$ cat src/rtl/prio_irq_pkg.sv
package prio_irq_pkg;

  localparam int unsigned DEF_LINES = 8;

  function automatic int unsigned idx_width(input int unsigned n);
    return (n > 1) ? $clog2(n) : 1;
  endfunction

endpackage

$ cat src/rtl/irq_rst_sync.sv
module irq_rst_sync #(
  parameter int unsigned STAGES = 2
) (
  input  logic clk,
  input  logic rst_n,
  output logic rst_n_sync_o
);

  logic [STAGES-1:0] sync_q;
  logic [STAGES-1:0] sync_d;

  always_comb begin
    sync_d = {sync_q[STAGES-2:0], 1'b1};
  end

  always_ff @(posedge clk or negedge rst_n) begin
    if (!rst_n) sync_q <= '0;
    else        sync_q <= sync_d;
  end

  assign rst_n_sync_o = sync_q[STAGES-1];

endmodule

$ cat src/rtl/irq_edge_det.sv
module irq_edge_det #(
  parameter int unsigned NUM_LINES = 8
) (
  input  logic                 clk,
  input  logic                 rst_n,
  input  logic [NUM_LINES-1:0] req_i,
  output logic [NUM_LINES-1:0] rise_o
);

  logic [NUM_LINES-1:0] prev_q;

  always_ff @(posedge clk or negedge rst_n) begin
    if (!rst_n) prev_q <= '0;
    else        prev_q <= req_i;
  end

  always_comb begin
    rise_o = req_i & ~prev_q;
  end

endmodule

$ cat src/rtl/irq_prio_scan.sv
module irq_prio_scan #(
  parameter int unsigned NUM_LINES = 8,
  parameter int unsigned VEC_W     = 3
) (
  input  logic                 clk,
  input  logic                 rst_n,
  input  logic [NUM_LINES-1:0] pend_i,
  input  logic [NUM_LINES-1:0] isr_i,
  input  logic [NUM_LINES-1:0] mask_i,
  output logic [NUM_LINES-1:0] grant_o,
  output logic                 valid_o,
  output logic [VEC_W-1:0]     idx_o
);

  logic [NUM_LINES-1:0] cand;
  logic [NUM_LINES-1:0] stop;
  logic [NUM_LINES:0]   clear_above;

  always_comb begin
    cand = pend_i & ~mask_i;
    stop = cand | isr_i;
  end

  assign clear_above[0] = 1'b1;

  genvar g;
  generate
    for (g = 0; g < NUM_LINES; g++) begin : g_chain
      assign clear_above[g+1] = clear_above[g] & ~stop[g];
      assign grant_o[g]       = clear_above[g] & cand[g] & ~isr_i[g];

      // an in-service line shuts off grants at and below it
      a_r5_isr_blocks_lower: assert property (@(posedge clk) disable iff (!rst_n)
        isr_i[g] |-> ((grant_o >> g) == '0));
    end
  endgenerate

  always_comb begin
    valid_o = |grant_o;
    idx_o   = '0;
    for (int i = 0; i < NUM_LINES; i++) begin
      if (grant_o[i]) idx_o = idx_o | VEC_W'(i);
    end
  end

  // at most one line wins
  a_r3_single_grant: assert property (@(posedge clk) disable iff (!rst_n)
    $onehot0(grant_o));

endmodule

$ cat src/rtl/irq_line_bank.sv
module irq_line_bank #(
  parameter int unsigned NUM_LINES = 8
) (
  input  logic                 clk,
  input  logic                 rst_n,
  input  logic [NUM_LINES-1:0] rise_i,
  input  logic [NUM_LINES-1:0] take_i,
  input  logic                 eoi_i,
  output logic [NUM_LINES-1:0] pend_o,
  output logic [NUM_LINES-1:0] isr_o
);

  logic [NUM_LINES-1:0] pend_q, pend_d;
  logic [NUM_LINES-1:0] isr_q,  isr_d;
  logic [NUM_LINES-1:0] eoi_clr;
  logic                 pend_en, isr_en;

  always_comb begin
    eoi_clr = eoi_i ? (isr_q & (~isr_q + NUM_LINES'(1))) : '0;
    pend_en = (|rise_i) | (|take_i);
    isr_en  = (|take_i) | (|eoi_clr);
    pend_d  = (pend_q & ~take_i) | rise_i;
    isr_d   = (isr_q & ~eoi_clr) | take_i;
  end

  always_ff @(posedge clk or negedge rst_n) begin
    if (!rst_n)       pend_q <= '0;
    else if (pend_en) pend_q <= pend_d;
  end

  always_ff @(posedge clk or negedge rst_n) begin
    if (!rst_n)      isr_q <= '0;
    else if (isr_en) isr_q <= isr_d;
  end

  assign pend_o = pend_q;
  assign isr_o  = isr_q;

  genvar g;
  generate
    for (g = 0; g < NUM_LINES; g++) begin : g_chk
      // a request flag only appears after an edge on its line
      a_r2_pend_from_edge: assert property (@(posedge clk) disable iff (!rst_n)
        $rose(pend_q[g]) |-> $past(rise_i[g]));
      // an in-service flag only appears after an accepted acknowledge
      a_r4_isr_from_ack: assert property (@(posedge clk) disable iff (!rst_n)
        $rose(isr_q[g]) |-> $past(take_i[g]));
    end
  endgenerate

  // an end-of-interrupt without acknowledge retires exactly one level
  a_r7_eoi_retires_one: assert property (@(posedge clk) disable iff (!rst_n)
    (eoi_i && (take_i == '0) && (isr_q != '0)) |=>
      ($countones(isr_q) + 1 == $past($countones(isr_q))));

endmodule

$ cat src/rtl/prio_irq_ctrl.sv
module prio_irq_ctrl
  import prio_irq_pkg::*;
#(
  parameter int unsigned NUM_LINES = DEF_LINES,
  parameter int unsigned VEC_W     = idx_width(NUM_LINES)
) (
  input  logic                 clk,
  input  logic                 rst_n,
  input  logic [NUM_LINES-1:0] irq_req_i,
  input  logic                 mask_we_i,
  input  logic [NUM_LINES-1:0] mask_wdata_i,
  input  logic                 ack_i,
  input  logic                 eoi_i,
  output logic                 irq_o,
  output logic [VEC_W-1:0]     vec_o
);

  logic                 rst_n_s;
  logic [NUM_LINES-1:0] rise;
  logic [NUM_LINES-1:0] pend, isr, grant, take;
  logic [NUM_LINES-1:0] mask_q, mask_d;
  logic                 win_valid;
  logic [VEC_W-1:0]     win_idx;
  logic [VEC_W-1:0]     vec_q, vec_d;
  logic                 ack_fire;

  irq_rst_sync #(.STAGES(2)) u_rst (
    .clk          (clk),
    .rst_n        (rst_n),
    .rst_n_sync_o (rst_n_s)
  );

  irq_edge_det #(.NUM_LINES(NUM_LINES)) u_edge (
    .clk    (clk),
    .rst_n  (rst_n_s),
    .req_i  (irq_req_i),
    .rise_o (rise)
  );

  irq_prio_scan #(.NUM_LINES(NUM_LINES), .VEC_W(VEC_W)) u_scan (
    .clk     (clk),
    .rst_n   (rst_n_s),
    .pend_i  (pend),
    .isr_i   (isr),
    .mask_i  (mask_q),
    .grant_o (grant),
    .valid_o (win_valid),
    .idx_o   (win_idx)
  );

  irq_line_bank #(.NUM_LINES(NUM_LINES)) u_bank (
    .clk    (clk),
    .rst_n  (rst_n_s),
    .rise_i (rise),
    .take_i (take),
    .eoi_i  (eoi_i),
    .pend_o (pend),
    .isr_o  (isr)
  );

  always_comb begin
    ack_fire = ack_i & win_valid;
    take     = ack_fire ? grant : '0;
    vec_d    = win_idx;
    mask_d   = mask_wdata_i;
  end

  always_ff @(posedge clk or negedge rst_n_s) begin
    if (!rst_n_s)      vec_q <= '0;
    else if (ack_fire) vec_q <= vec_d;
  end

  always_ff @(posedge clk or negedge rst_n_s) begin
    if (!rst_n_s)       mask_q <= '0;
    else if (mask_we_i) mask_q <= mask_d;
  end

  assign irq_o = win_valid;
  assign vec_o = vec_q;

  // the reported vector names a line now in service
  a_r4_vec_in_service: assert property (@(posedge clk) disable iff (!rst_n_s)
    ack_fire |=> isr[vec_o]);

  // an acknowledge with nothing to grant leaves the vector alone
  a_r10_stray_ack: assert property (@(posedge clk) disable iff (!rst_n_s)
    (ack_i && !irq_o) |=> $stable(vec_o));

  // a masked line never drives the interrupt by itself
  a_r9_mask_quiet: assert property (@(posedge clk) disable iff (!rst_n_s)
    ((pend & ~mask_q) == '0) |-> !irq_o);

endmodule

$ cat config.mk
export PLATFORM = sky130hd
export DESIGN_NAME = prio_irq_ctrl
export DESIGN_NICKNAME = d
export VERILOG_FILES = /design/src/rtl/prio_irq_pkg.sv /design/src/rtl/irq_rst_sync.sv /design/src/rtl/irq_edge_det.sv /design/src/rtl/irq_prio_scan.sv /design/src/rtl/irq_line_bank.sv /design/src/rtl/prio_irq_ctrl.sv
export SDC_FILE = /design/constraint.sdc
export NUM_CORES = 1
export LEC_CHECK = 0
export BUFFER_PORTS_ARGS = -buffer_cell sky130_fd_sc_hd__buf_2
export CAP_MARGIN = 5
export CORE_UTILIZATION = 30
export CTS_BUF_LIST = sky130_fd_sc_hd__clkbuf_8 sky130_fd_sc_hd__clkbuf_16
export DETAILED_ROUTE_END_ITERATION = 6
export RECOVER_POWER = 100
export SETUP_SLACK_MARGIN = 0.1
export SLEW_MARGIN = 20
export SYNTH_ARGS = -nofsm -noshare
export SYNTH_HDL_FRONTEND = slang
export SYNTH_SLANG_ARGS = --single-unit
$ cat constraint.sdc
create_clock -name clk -period 1.85 [get_ports clk]
set_clock_uncertainty 0.15 [all_clocks]
set_input_delay 0.37 -clock clk [delete_from_list [all_inputs] [get_ports clk]]
set_output_delay 0.37 -clock clk [all_outputs]
set_load 0.005 [all_outputs]
==> metrics <==
dpl cells=260; antenna violations before repair=0; Leak=0.00109 uW; WS Path Type=flop to output pin; Seq/Total Area, Yosys=0.551; worst setup margin=-0.278 ns; Seq cells post-synth=37; final wirelength=3530 um; Power per Cell Area=1190 nW/um^2; Synth cell types=38; clock tree from TritonCTS=done; Worst Tran Pin Value=0.854 ns; Critical Path RT=1.33 ns; largest net degree at the start of global routing=36; vias per cell=4.55; final hold slack=0.0401 ns; failing checks=setup timing; total CTS buffers=5; Crit. End Element=output pin; Worst-path clk slew=0.08 ns; register area=926 sq um; H-Tree Level Count=2; Final Hold Viols=0; Net count, final=228; outcome=finished with violations; die height=76.8 um; initial DRC count=64; FILL cells=495; Max Slew Vio Count=0; post-layout minimum cycle time=2.13 ns; Core Rows=26; Startpoint Class=flop; cell count after synthesis=146; Ys Warns=0; RePlAce Congestion=0.802; Flop pwr share=0.386; EDFF count, synth=0; dpl ws=-0.146 ns; RSZ-0062 raised after global routing=true; FFs w/ async S/R, synth=1.00; Final ANT Viol Nets=0; Comb power frac=0.405; Final Total Pwr=2700 uW; total track usage=0.132; main flop type after synthesis=dfrtp_1; Net Count, Synth=167; Starting Density=0.321; GRT overflow=0; CTS root buffer=clkbuf_8; router iterations before antenna repair=4; Max Buffers Root-to-Sink=2; max frequency=0.470 GHz; core area=5240 sq um; Syn Area/Cell=11.5 sq um; P_int=1830 uW; share of cells above drive strength 1=0.435; vias in the first global route=1268; I/O pin cnt=25; n_diodes=0; Max IR drop VDD=0.476 mV; critical path arrival=1.61 ns; Netlist Area Pre-Place=1680 sq um; Area Overhead vs Synth=35.4%; Cell Count, Final, Fillers Out=277; Slew HR=0.431; Clock Latency Late Sink=0.29 ns; via count=1259; switch share=0.323; post-DP HPWL=2510 um; setup_tns=-1.00 ns; Num Clock Sinks=37; sw power=873 uW; WL/cell=12.7 um; final period utilization=1.15; Hold Path Class=primary input to flop; Port Buffers=24; residual DRC count=0; number of max-cap violations=0; worst-path maximum fanout=3; die area=5900 sq um; Die X=76.8 um; first-pass GRT wire length=5930 um; area of the multi-input gates=756 sq um; final setup fails=5; clock share of power=0.209
timing repair:
action	4_1_cts	5_1_grt
cloned	0	0
hold endpoints to repair	2	0
setup buffers	7	2
endpoints found under the setup margin	8	8
pin swaps	8	6
gates resized for setup	13	9
hold buffers	1	0
synth_stat cells, types with 2 or more instances:
| cell type | instances | area, sq um |
|---|---|---|
| a2111oi_4 | 2 | 55.1 |
| a21oi_1 | 2 | 10.0 |
| a22o_1 | 2 | 17.5 |
| and2_1 | 3 | 18.8 |
| and2b_1 | 2 | 15.0 |
| and4_4 | 2 | 22.5 |
| clkbuf_1 | 2 | 7.51 |
| dfrtp_1 | 37 | 926 |
| inv_1 | 14 | 52.6 |
| mux2_1 | 2 | 22.5 |
| mux2_2 | 8 | 90.1 |
| nand2_1 | 14 | 52.6 |
| nand2b_1 | 3 | 18.8 |
| nand2b_4 | 2 | 27.5 |
| nand3_1 | 2 | 10.0 |
| nand4_1 | 5 | 31.3 |
| nor2_1 | 6 | 22.5 |
| nor2b_1 | 3 | 18.8 |
| nor3b_1 | 2 | 15.0 |
| o21ai_0 | 12 | 60.1 |
| o22ai_1 | 3 | 18.8 |
| o31ai_1 | 2 | 15.0 |
cell type report:
cell class / count / share of cell area
sequential: 37 / 0.407
multi-input combinational: 92 / 0.332
timing repair buffer: 57 / 0.161
tap: 70 / 0.0385
clock buffer: 6 / 0.0363
inverter: 14 / 0.0231
clock inverter: 1 / 0.00165
state kept, by name (all words and copies together), names as in the netlist:
name,cells
u_rst.sync_q,2
vec_o,3
u_bank.pend_o,8
u_edge.prev_q,8
mask_q,8
u_bank.isr_o,8
layout by cell type (no fill, tap or decap), types with 3 or more instances in the layout:
cell	instances
clkbuf_1	7
nand4_1	5
dfrtp_1	37
nor3b_2	3
buf_4	28
and4_4	3
o21ai_0	12
buf_2	17
nand2_1	11
nor2_1	5
clkbuf_8	6
nand2b_4	4
inv_1	15
o22ai_1	3
mux2_2	8
path summary, 6_finish.rpt:
path / from / depth (start not counted) / slack (ns) / endpoint
setup / recovery: mask_q[2]$_DFFE_PN0P_ / 6 / -0.28 / irq_o
setup reg to reg: u_bank.isr_o[0]$_DFFE_PN0P_ / 8 / -0.23 / u_bank.pend_o[5]$_DFFE_PN0P_
max in group asynchronous: u_rst.sync_q[1]$_DFF_PN0_ / 1 / 0.74 / vec_o[0]$_DFFE_PN0N_
hold reg to reg: u_rst.sync_q[0]$_DFF_PN0_ / 0 / 0.21 / u_rst.sync_q[1]$_DFF_PN0_
min in group asynchronous: rst_n / 2 / 0.25 / u_rst.sync_q[0]$_DFF_PN0_
hold / removal: irq_req_i[0] / 1 / 0.04 / u_edge.prev_q[0]$_DFF_PN0_
routing by layer:
metal / up-vias / part of all wire / GRT usage
met5: - / 0 / 0
met3: 7 / 0.045 / 0.0369
met1: 593 / 0.50 / 0.182
li1: 633 / - / -
met4: 0 / 0.021 / 0.0750
met2: 26 / 0.43 / 0.183
power groups by stage:
| stage | combinational [uW] | sequential [uW] | clock [uW] |
|---|---|---|---|
| 6_report | 1090 | 1040 | 566 |
| 5_1_grt | 1180 | 1060 | 637 |
| 4_1_cts | 1030 | 1050 | 588 |
| 3_5_place_dp | 874 | 1050 | 0 |
| 3_3_place_gp | 871 | 1050 | 0 |
| 2_1_floorplan | 488 | 1060 | 0 |
critical path, cell delays in order (launching register included):
cell and delay (ns):
dfrtp_1 0.42, nand2b_1 0.17, and4_4 0.20, and4_4 0.17, a21oi_4 0.18, nand2_4 0.07
buf_6 0.11
logic make-up after synthesis:
family                 Yosys count  share of synthesized area
and+or+nand+nor                 50                      0.182
DFF                             37                      0.551
AOI/OAI and AO/OA               31                      0.155
buffers and inverters           17                     0.0424
muxes                           10                     0.0670
other                            1                    0.00223
through the flow:
stage	util	area, sq um
after global routing	0.434	2270
final	0.434	2270
after floorplan	-	1680
after detailed placement	0.390	2040
after CTS	0.430	2250
after global placement	0.390	2040
Note: power is estimated with default switching activity, not from simulation.
